## config.mk

```make
export PLATFORM = sky130hd
export DESIGN_NAME = agc_env_tracker
export DESIGN_NICKNAME = d
export VERILOG_FILES = /design/src/rtl/agc_env_pkg.sv /design/src/rtl/agc_magnitude.sv /design/src/rtl/agc_envelope.sv /design/src/rtl/agc_gain_acc.sv /design/src/rtl/agc_env_tracker.sv
export SDC_FILE = /design/constraint.sdc
export NUM_CORES = 1
export LEC_CHECK = 0
export CAP_MARGIN = 40
export CORE_UTILIZATION = 50
export DETAILED_ROUTE_END_ITERATION = 8
export PLACE_DENSITY = 0.68
export SKIP_CTS_REPAIR_TIMING = 1
export SLEW_MARGIN = 20
export SYNTH_ARGS = -nofsm -noshare
export SYNTH_HDL_FRONTEND = slang
export SYNTH_HIERARCHICAL = 1
export SYNTH_SLANG_ARGS = --single-unit
```

## constraint.sdc

```tcl
create_clock -name clk -period 35.3 [get_ports clk]
set_clock_uncertainty 0.15 [all_clocks]
set_input_delay 7.06 -clock clk [delete_from_list [all_inputs] [get_ports clk]]
set_output_delay 7.06 -clock clk [all_outputs]
set_load 0.02 [all_outputs]
```

## src/rtl/agc_env_pkg.sv

```systemverilog
package agc_env_pkg;
  // Half-octave factor 1/sqrt(2) in Q1.15
  localparam int unsigned RT2_Q = 15;
  localparam logic signed [16:0] RT2_COEF = 17'sd23170;
  localparam int unsigned CODE_W = 4;
  localparam int unsigned OVL_W  = 3;
endpackage

```

## src/rtl/agc_magnitude.sv

```systemverilog
module agc_magnitude #(
  parameter int unsigned DW = 16
) (
  input  logic signed [DW-1:0] smp,
  output logic        [DW-1:0] mag
);
  // One extra bit so the most negative code has a representable magnitude
  logic signed [DW:0] wide;
  logic signed [DW:0] absval;

  assign wide   = {smp[DW-1], smp};
  assign absval = wide[DW] ? -wide : wide;
  assign mag    = DW'(absval);
endmodule

```

## src/rtl/agc_envelope.sv

```systemverilog
module agc_envelope
  import agc_env_pkg::*;
#(
  parameter int unsigned DW   = 16,
  parameter int unsigned FRAC = 8,
  localparam int unsigned EW  = DW + FRAC,
  localparam int unsigned PW  = EW + 18
) (
  input  logic              clk,
  input  logic              rst,
  input  logic              in_valid,
  input  logic [DW-1:0]     mag,
  input  logic [CODE_W-1:0] atk,
  input  logic [CODE_W-1:0] dec,
  output logic [EW-1:0]     est
);
  localparam logic signed [EW+1:0] EMAX = {2'b00, {EW{1'b1}}};

  logic [EW-1:0]          est_q;
  logic [EW-1:0]          mag_ext;
  logic signed [EW:0]     err;
  logic [CODE_W:0]        dsh;
  logic signed [EW:0]     t_atk;
  logic signed [EW:0]     t_dec0;
  logic signed [EW:0]     t_odd;
  logic signed [EW:0]     delta;
  logic signed [EW+1:0]   nxt;
  logic                   rising;

  assign mag_ext = EW'(mag) << FRAC;
  assign err     = $signed({1'b0, mag_ext}) - $signed({1'b0, est_q});
  assign rising  = mag_ext > est_q;
  assign dsh     = {1'b0, atk} + {2'b00, dec[CODE_W-1:1]};
  assign t_atk   = err >>> atk;
  assign t_dec0  = err >>> dsh;
  assign t_odd   = (EW+1)'((PW'(t_dec0) * PW'(RT2_COEF)) >>> RT2_Q);

  always_comb begin
    if (rising)      delta = t_atk;
    else if (dec[0]) delta = t_odd;
    else             delta = t_dec0;
  end

  assign nxt = $signed({2'b00, est_q}) + {delta[EW], delta};

  always_ff @(posedge clk) begin
    if (rst) begin
      est_q <= '0;
    end else if (in_valid) begin
      if (nxt < 0)         est_q <= '0;
      else if (nxt > EMAX) est_q <= '1;
      else                 est_q <= nxt[EW-1:0];
    end
  end

  assign est = est_q;

  assert_reset_clear_R1: assert property (@(posedge clk) rst |=> est_q == '0);
  assert_hold_idle_R6: assert property (@(posedge clk) disable iff (rst)
    !in_valid |=> $stable(est_q));
  assert_attack_bounded_R3: assert property (@(posedge clk) disable iff (rst)
    in_valid && (mag_ext > est_q) |=> (est_q >= $past(est_q)) && (est_q <= $past(mag_ext)));
  assert_decay_bounded_R4: assert property (@(posedge clk) disable iff (rst)
    in_valid && (mag_ext < est_q) |=> (est_q < $past(est_q)) && (est_q >= $past(mag_ext)));
endmodule

```

## src/rtl/agc_gain_acc.sv

```systemverilog
module agc_gain_acc
  import agc_env_pkg::*;
#(
  parameter int unsigned EW       = 24,
  parameter int unsigned GW       = 16,
  parameter int unsigned OVL_BASE = 256,
  localparam int unsigned AW      = EW + 3
) (
  input  logic              clk,
  input  logic              rst,
  input  logic              upd,
  input  logic [EW-1:0]     est,
  input  logic [EW-1:0]     lvl_ref,
  input  logic [CODE_W-1:0] atk,
  input  logic              ovl_evt,
  input  logic [OVL_W-1:0]  ovl_code,
  output logic [GW-1:0]     gain
);
  localparam logic signed [AW-1:0] GMAX = $signed({{(AW-GW){1'b0}}, {GW{1'b1}}});

  logic [GW-1:0]          acc_q;
  logic signed [EW:0]     diff;
  logic signed [EW:0]     step;
  logic [AW-1:0]          ovl_add;
  logic signed [AW-1:0]   step_x;
  logic signed [AW-1:0]   ovl_x;
  logic signed [AW-1:0]   sum;

  assign diff    = $signed({1'b0, est}) - $signed({1'b0, lvl_ref});
  assign step    = diff >>> atk;
  assign ovl_add = AW'(OVL_BASE) << ovl_code;
  assign step_x  = upd ? {{(AW-EW-1){step[EW]}}, step} : '0;
  assign ovl_x   = ovl_evt ? $signed(ovl_add) : '0;
  assign sum     = $signed({{(AW-GW){1'b0}}, acc_q}) + step_x + ovl_x;

  always_ff @(posedge clk) begin
    if (rst) begin
      acc_q <= '0;
    end else if (upd || ovl_evt) begin
      if (sum < 0)         acc_q <= '0;
      else if (sum > GMAX) acc_q <= '1;
      else                 acc_q <= sum[GW-1:0];
    end
  end

  assign gain = acc_q;

  assert_reset_clear_gain_R1: assert property (@(posedge clk) rst |=> acc_q == '0);
  assert_ovl_raises_R8: assert property (@(posedge clk) disable iff (rst)
    ovl_evt && !upd |=> (acc_q > $past(acc_q)) || (acc_q == '1));
  assert_below_ref_lowers_R7: assert property (@(posedge clk) disable iff (rst)
    upd && !ovl_evt && (est < lvl_ref) |=> acc_q <= $past(acc_q));
  assert_no_wrap_up_R9: assert property (@(posedge clk) disable iff (rst)
    !upd && ovl_evt && ($past(acc_q) == '1) |=> acc_q == '1);
  assert_idle_hold_R6: assert property (@(posedge clk) disable iff (rst)
    !upd && !ovl_evt |=> $stable(acc_q));
endmodule

```

## src/rtl/agc_env_tracker.sv

```systemverilog
module agc_env_tracker
  import agc_env_pkg::*;
#(
  parameter int unsigned DW       = 16,
  parameter int unsigned FRAC     = 8,
  parameter int unsigned GW       = 16,
  parameter int unsigned OVL_BASE = 256,
  localparam int unsigned EW      = DW + FRAC
) (
  input  logic                 clk,
  input  logic                 rst,
  input  logic                 smp_valid,
  input  logic signed [DW-1:0] smp_data,
  input  logic [3:0]           atk_code,
  input  logic [3:0]           dec_code,
  input  logic [2:0]           ovl_code,
  input  logic                 ovl_evt,
  input  logic [EW-1:0]        lvl_ref,
  output logic [EW-1:0]        env_est,
  output logic [GW-1:0]        gain_word
);
  logic [DW-1:0] mag;
  logic          upd_q;

  agc_magnitude #(.DW(DW)) u_mag (
    .smp (smp_data),
    .mag (mag)
  );

  agc_envelope #(.DW(DW), .FRAC(FRAC)) u_env (
    .clk      (clk),
    .rst      (rst),
    .in_valid (smp_valid),
    .mag      (mag),
    .atk      (atk_code),
    .dec      (dec_code),
    .est      (env_est)
  );

  // Loop update follows the estimate register by one cycle
  always_ff @(posedge clk) begin
    if (rst) upd_q <= 1'b0;
    else     upd_q <= smp_valid;
  end

  agc_gain_acc #(.EW(EW), .GW(GW), .OVL_BASE(OVL_BASE)) u_acc (
    .clk      (clk),
    .rst      (rst),
    .upd      (upd_q),
    .est      (env_est),
    .lvl_ref  (lvl_ref),
    .atk      (atk_code),
    .ovl_evt  (ovl_evt),
    .ovl_code (ovl_code),
    .gain     (gain_word)
  );

  assert_upd_follows_R7: assert property (@(posedge clk) disable iff (rst)
    smp_valid |=> upd_q);
endmodule

```

# --- Word level (Yosys, flattened, before mapping) ---
# Cells that the tools add are included.
op_classes:
  addsub: 7
  mul: 1
  div: 0
  order_cmp: 5
  n_eq_ne: 0
  shift: 4
  mux: 9
  n_bitwise: 0
  reduce_logical: 1
ops:
  columns: ["operator", "count"]
  rows:
  - ["27-bit two-way mux", 2]
  - ["25-bit two-way mux", 2]
  - ["25-bit by 4-bit >>> shifter with 25-bit output", 2]
  - ["24-bit by 24-bit subtractor with 25-bit output", 2]
  - ["16-bit two-way mux", 3]
  - ["24-bit two-way mux", 2]
  - ["25-bit by 15-bit multiplier with 39-bit output (second input constant)", 1]
  - ["17-bit by 27-bit adder with 27-bit output", 1]
  - ["27-bit adder", 1]
  - ["27-bit by 17-bit greater-than comparator with 1-bit output (second input constant)", 1]
  - ["27-bit by 1-bit < comparator with 1-bit output (second input constant)", 1]
  - ["9-bit by 3-bit left shift with 27-bit output (first input constant)", 1]
  - ["25-bit by 25-bit adder with 26-bit output", 1]
  - ["26-bit by 25-bit greater-than comparator with 1-bit output (second input constant)", 1]
  - ["26-bit by 1-bit < comparator with 1-bit output (second input constant)", 1]
  - ["25-bit by 5-bit >>> shifter with 25-bit output", 1]
  - ["24-bit greater-than comparator", 1]
  - ["16-bit negation", 1]
  - ["4-bit by 3-bit adder with 5-bit output", 1]
  - ["1-bit logical OR", 1]
word_totals:
  register_bits: 41
  latchBits: 0
  ramBits: 0
  mem_bits_ro: 0
  input_bits: 55
  out_inout_bits: 40
  elab_cells: 30
  mem_count: 0

# --- Depth between registers and ports, before layout ---
logic_depth:
  depth_word: 11
  depth_mapped: 57
  mapped_depth_nobuf: 54

# --- By module ---
# Netlist, hierarchy kept.
by_module_without_submodules:
  columns: ["module", "n_inst", "cells_per_inst", "area_each_um2", "seq_area_each_um2"]
  rows:
  - ["agc_envelope", 1, 1555, 12512.0, 480.5]
  - ["agc_gain_acc", 1, 639, 4764.6, 320.3]
  - ["agc_magnitude", 1, 51, 366.6, 0.0]
  - ["agc_env_tracker", 1, 2, 33.8, 20.0]

# --- Least setup slack after synthesis ---
# OpenSTA, ideal clock, no wires.
synth_path:
  kind: "input to register"
  startpoint: "in smp_data[6]"
  endpoint: "reg u_env.est_q[10] (netlist: u_env/est[10])"
  setup_ns: 0.060
  arrival_time_ns: 18.614
  required_time_ns: 35.090
  slack_ns: 16.476
  cell_stages: 52
  path_buffers: 3
  path_cell_list: "or4_1 -> o41ai_2 -> xnor2_1 -> ha_1 -> clkbuf_1 -> nand2_1 -> o21ai_0 -> o21ai_0 -> a31o_2 -> nand3_1 -> nor2b_1 -> clkbuf_1 -> mux2i_1 -> a211o_1 -> o21ai_0 -> a21oi_1 -> o21ai_0 -> ha_1 -> [16 not listed] -> a211oi_2 -> or2_1 -> a31oi_1 -> nor4_1 -> nand3b_1 -> ha_1 -> a21oi_1 -> nand2_1 -> o311ai_0 -> a21oi_1 -> a211o_1 -> o31a_1 -> nand3_1 -> mux2i_1 -> a311oi_1 -> o311a_4 -> buf_6 -> a221o_1"
synth_between:
  elab_chain_cells: 11
  elab_cells_between_ends: 14
  cone_classes: "add/sub (3); mul (1); order compare (3); shift (2); mux (5)"
synth_lines:
  columns: ["element", "line_no", "text"]
  rows:
  - ["from (decl)", "agc_env_tracker.sv:13", "input logic signed [DW-1:0] smp_data,"]
  - ["16-bit negation (*)", "agc_magnitude.sv:12", "assign absval = wide[DW] ? -wide : wide;"]
  - ["16-bit two-way mux (*)", "agc_magnitude.sv:12", null]
  - ["net mag[9]", "agc_env_tracker.sv:22", "logic [DW-1:0] mag;"]
  - ["24-bit by 24-bit subtractor with 25-bit output", "agc_envelope.sv:31", "assign err = $signed({1'b0, mag_ext}) - $signed({1'b0, est_q});"]
  - ["25-bit by 5-bit >>> shifter with 25-bit output", "agc_envelope.sv:35", "assign t_dec0 = err >>> dsh;"]
  - ["25-bit by 15-bit multiplier with 39-bit output", "agc_envelope.sv:36", "assign t_odd = (EW+1)'((PW'(t_dec0) * PW'(RT2_COEF)) >>> RT2_Q);"]
  - ["25-bit two-way mux", "agc_envelope.sv:40", "else if (dec[0]) delta = t_odd;"]
  - ["25-bit two-way mux (*)", "agc_envelope.sv:39", "if (rising) delta = t_atk;"]
  - ["25-bit by 25-bit adder with 26-bit output (*)", "agc_envelope.sv:44", "assign nxt = $signed({2'b00, est_q}) + {delta[EW], delta};"]
  - ["26-bit by 25-bit greater-than comparator with 1-bit output", "agc_envelope.sv:51", "else if (nxt > EMAX) est_q <= '1;"]
  - ["24-bit two-way mux", "agc_envelope.sv:51", null]
  - ["24-bit two-way mux (*)", "agc_envelope.sv:50", "if (nxt < 0) est_q <= '0;"]
  - ["to (signal assigned)", "agc_envelope.sv:52", "else est_q <= nxt[EW-1:0];"]
  - ["to (decl)", "agc_envelope.sv:19", "logic [EW-1:0] est_q;"]
# The timed path passes the listed nets; every way through them passes the cells marked *.
# A chain may end at the register's enable or synchronous reset.

# --- Final worst setup path ---
layout_path:
  startpoint: "in smp_data[6]"
  endpoint: "reg u_env.est_q[9] (netlist: u_env/est[9])"
# The elaborated chain is that of the path after synthesis.

==> impl_metrics.ini <==
[sta]
slew_violations = 0
finalCriticalPeriod_ps = 21300
max_freq_mhz = 46.9
tightest_slew_ps = 815
setup_viol = 0
fin_tns_setup_ps = 0
rsz0062_at_grt = no
fin_crit_sh_pct = 60.3
hold_viol = 0
relSlewSlack_pct = 45.1

[route]
dr_wl_met3_mm = 4.14
wire_per_inst_um = 21.7
drtIter0Drc = 1728
wl_met1_mm = 25.6
vias = 17500
vias_per_cell = 6.41
drc_errors = 0
postRouteAntennaNets = 0
top_layer = met4
wl_mm = 59.2
dr_wl_met2_mm = 27.0
dr.pass1.iters = 5

[logic_synthesis]
synth_cell_types = 109
ys_async_sr_fraction_pct = 0
synth_seq_cells = 41
yosysWarningCount = 6
ys_seq_area_share_pct = 4.64
synthesis.nets = 2672
synth_edf_count = 0
ys.flop_type = dfxtp_1
synth_area_sq_mm = 0.0177
netlist_instances = 2247
avgSynthCellArea_sq_um = 7.87

[clocking]
clockBufferDepth = 2
numClockSinks = 41
path_clk_slew_ps = 60
cts-root-buf = clkbuf_16
cts_buffers = 5
clk_latency_ps = 300
htreeDepth = 2
cts_tree = built

[floorplanning]
die_w_um = 190
start_util_pct = 51.0
die_y_um = 190
rows = 68
die-area_sq_mm = 0.0361
io_pins = 95
coreArea_sq_mm = 0.0346

[grt]
grt_overflow = 0
grt_max_degree = 64
track_usage_pct = 32.5
grt_pass1_vias = 16800
antenna_found_initial = 1
grt_pass1_wl_mm = 92.5

[run]
drv_cap = 0

[cells_and_area]
finalNetCount = 2701
seqCellArea_sq_um = 821
stdcell_count = 2732
nFillCells = 3300
fin_area_sq_mm = 0.0192
drive_gt1_share_pct = 7.03
synthToLayoutAreaGrowth_pct = 8.56
multiInputGateArea_sq_mm = 0.0155
antenna-diode-count = 0

[critical_path]
cpPeakStageDelay_ps = 660
crit_slowest_cell = inv_2
worstPathRequired_ps = 35390
critPathLaunchType = input pin
criticalPathCategory = in2reg
arrival_ps = 21390
crit_fanout = 35
cp-end-kind = flip-flop

[placement]
place.gp.congestion = 1.00
dpl.hpwl_mm = 48.2
dpl_cell_area_sq_mm = 0.0190
port_buffers = 94
dp.cells = 2720

[status]
status = finished clean

[worst_hold_path]
hold_path_class = reg2reg
## cells by family after synthesis
| group | synth area share, % |
|---|---|
| and+or+nand+nor | 16.9 |
| adders and majority gates | 30.7 |
| xor gates and xnor gates | 5.29 |
| buffers and inverters | 7.57 |
| DFF | 4.64 |
| AOI/OAI and AO/OA | 26.6 |
| muxes | 8.27 |
## stage by stage
step	util [%]	setup WS, ps	hold slack [ps]
global route	55.4	13260	430
floorplan	-	16480	523
detailed placement	54.8	13780	409
global placement	54.6	14150	400
CTS	55.3	14040	421
finish	55.4	14000	419
## cell usage in the layout, fill, tap and decap left out, types with 62 or more instances in the layout
master | synthesis | routed
a21oi_1 | 183 | 183
clkdlybuf4s50_1 | 0 | 90
fa_1 | 106 | 106
ha_1 | 264 | 264
inv_1 | 214 | 214
mux2i_1 | 82 | 82
nand2_1 | 173 | 173
nor2_1 | 160 | 160
o21ai_0 | 117 | 116
xnor2_1 | 63 | 62
## critical path: cells and delay by family
family,cells,cell delay [ps]
multiplexers,4,960
AND/OR/NAND/NOR,9,2070
buffers and inverters,4,1300
adder cells (fa/ha/maj),9,3610
AO/OA/AOI/OAI,24,6240
XOR/XNOR,1,100
## flip-flops by register name, indices dropped and copies added, names as in the netlist
register	flops
u_env/est	24
u_acc/gain	16
upd_q	1
## worst paths after layout
path / startpoint / to / slack (ps) / cells after the start
worst max register to register: u_env/est[9] / u_env/est[9] / 21370 / 48
worst max-delay path: smp_data[6] / u_env/est[9] / 14000 / 51
worst min-delay path: u_acc/gain[5] / u_acc/gain[5] / 420 / 1
worst min register to register: u_acc/gain[5] / u_acc/gain[5] / 420 / 1
## area by class of cell
cell class | count | share of cell area [%]
multi-input combinational | 1872 | 81.0
timing repair buffer | 136 | 6.47
inverter | 220 | 4.30
sequential | 41 | 4.28
tap | 455 | 2.97
clock buffer | 5 | 0.652
clock inverter | 3 | 0.359
## cell usage after synthesis, drive strengths merged (9+ instances only)
| master | instances | area [sq um] |
|---|---|---|
| ha | 264 | 3300 |
| inv | 218 | 818 |
| a21oi | 189 | 983 |
| nand2 | 175 | 662 |
| nor2 | 161 | 607 |
| o21ai | 123 | 631 |
| fa | 106 | 2120 |
| mux2i | 82 | 821 |
| clkbuf | 76 | 285 |
| xnor2 | 63 | 552 |
| a21o | 54 | 407 |
| a211oi | 49 | 388 |
| xor2 | 43 | 384 |
| dfxtp | 41 | 821 |
| buf | 38 | 228 |
| nand3 | 34 | 170 |
| a31oi | 30 | 188 |
| nand4 | 30 | 209 |
| a221o | 27 | 270 |
| mux2 | 27 | 304 |
| and2 | 24 | 150 |
| nor3 | 24 | 120 |
| and3 | 22 | 138 |
| o21a | 22 | 165 |
| nor2b | 21 | 139 |
| nand2b | 18 | 113 |
| o211ai | 18 | 135 |
| o221a | 18 | 203 |
| o22ai | 18 | 113 |
| or3 | 17 | 106 |
| mux4 | 15 | 338 |
| or2 | 14 | 87.6 |
| a211o | 12 | 105 |
| a22oi | 12 | 90.1 |
| nor4 | 12 | 103 |
| o21bai | 11 | 82.6 |
| o31ai | 9 | 67.6 |
## metal layers
metal	up-vias	global-route usage, %
met5	-	0
met4	0	13.3
met3	143	3.73
met2	705	53.0
met1	8405	43.5
li1	8263	-
Power is left out: the tool's default activity adds up to more than one toggle a clock period on the data nets, which glitch-free logic cannot reach.
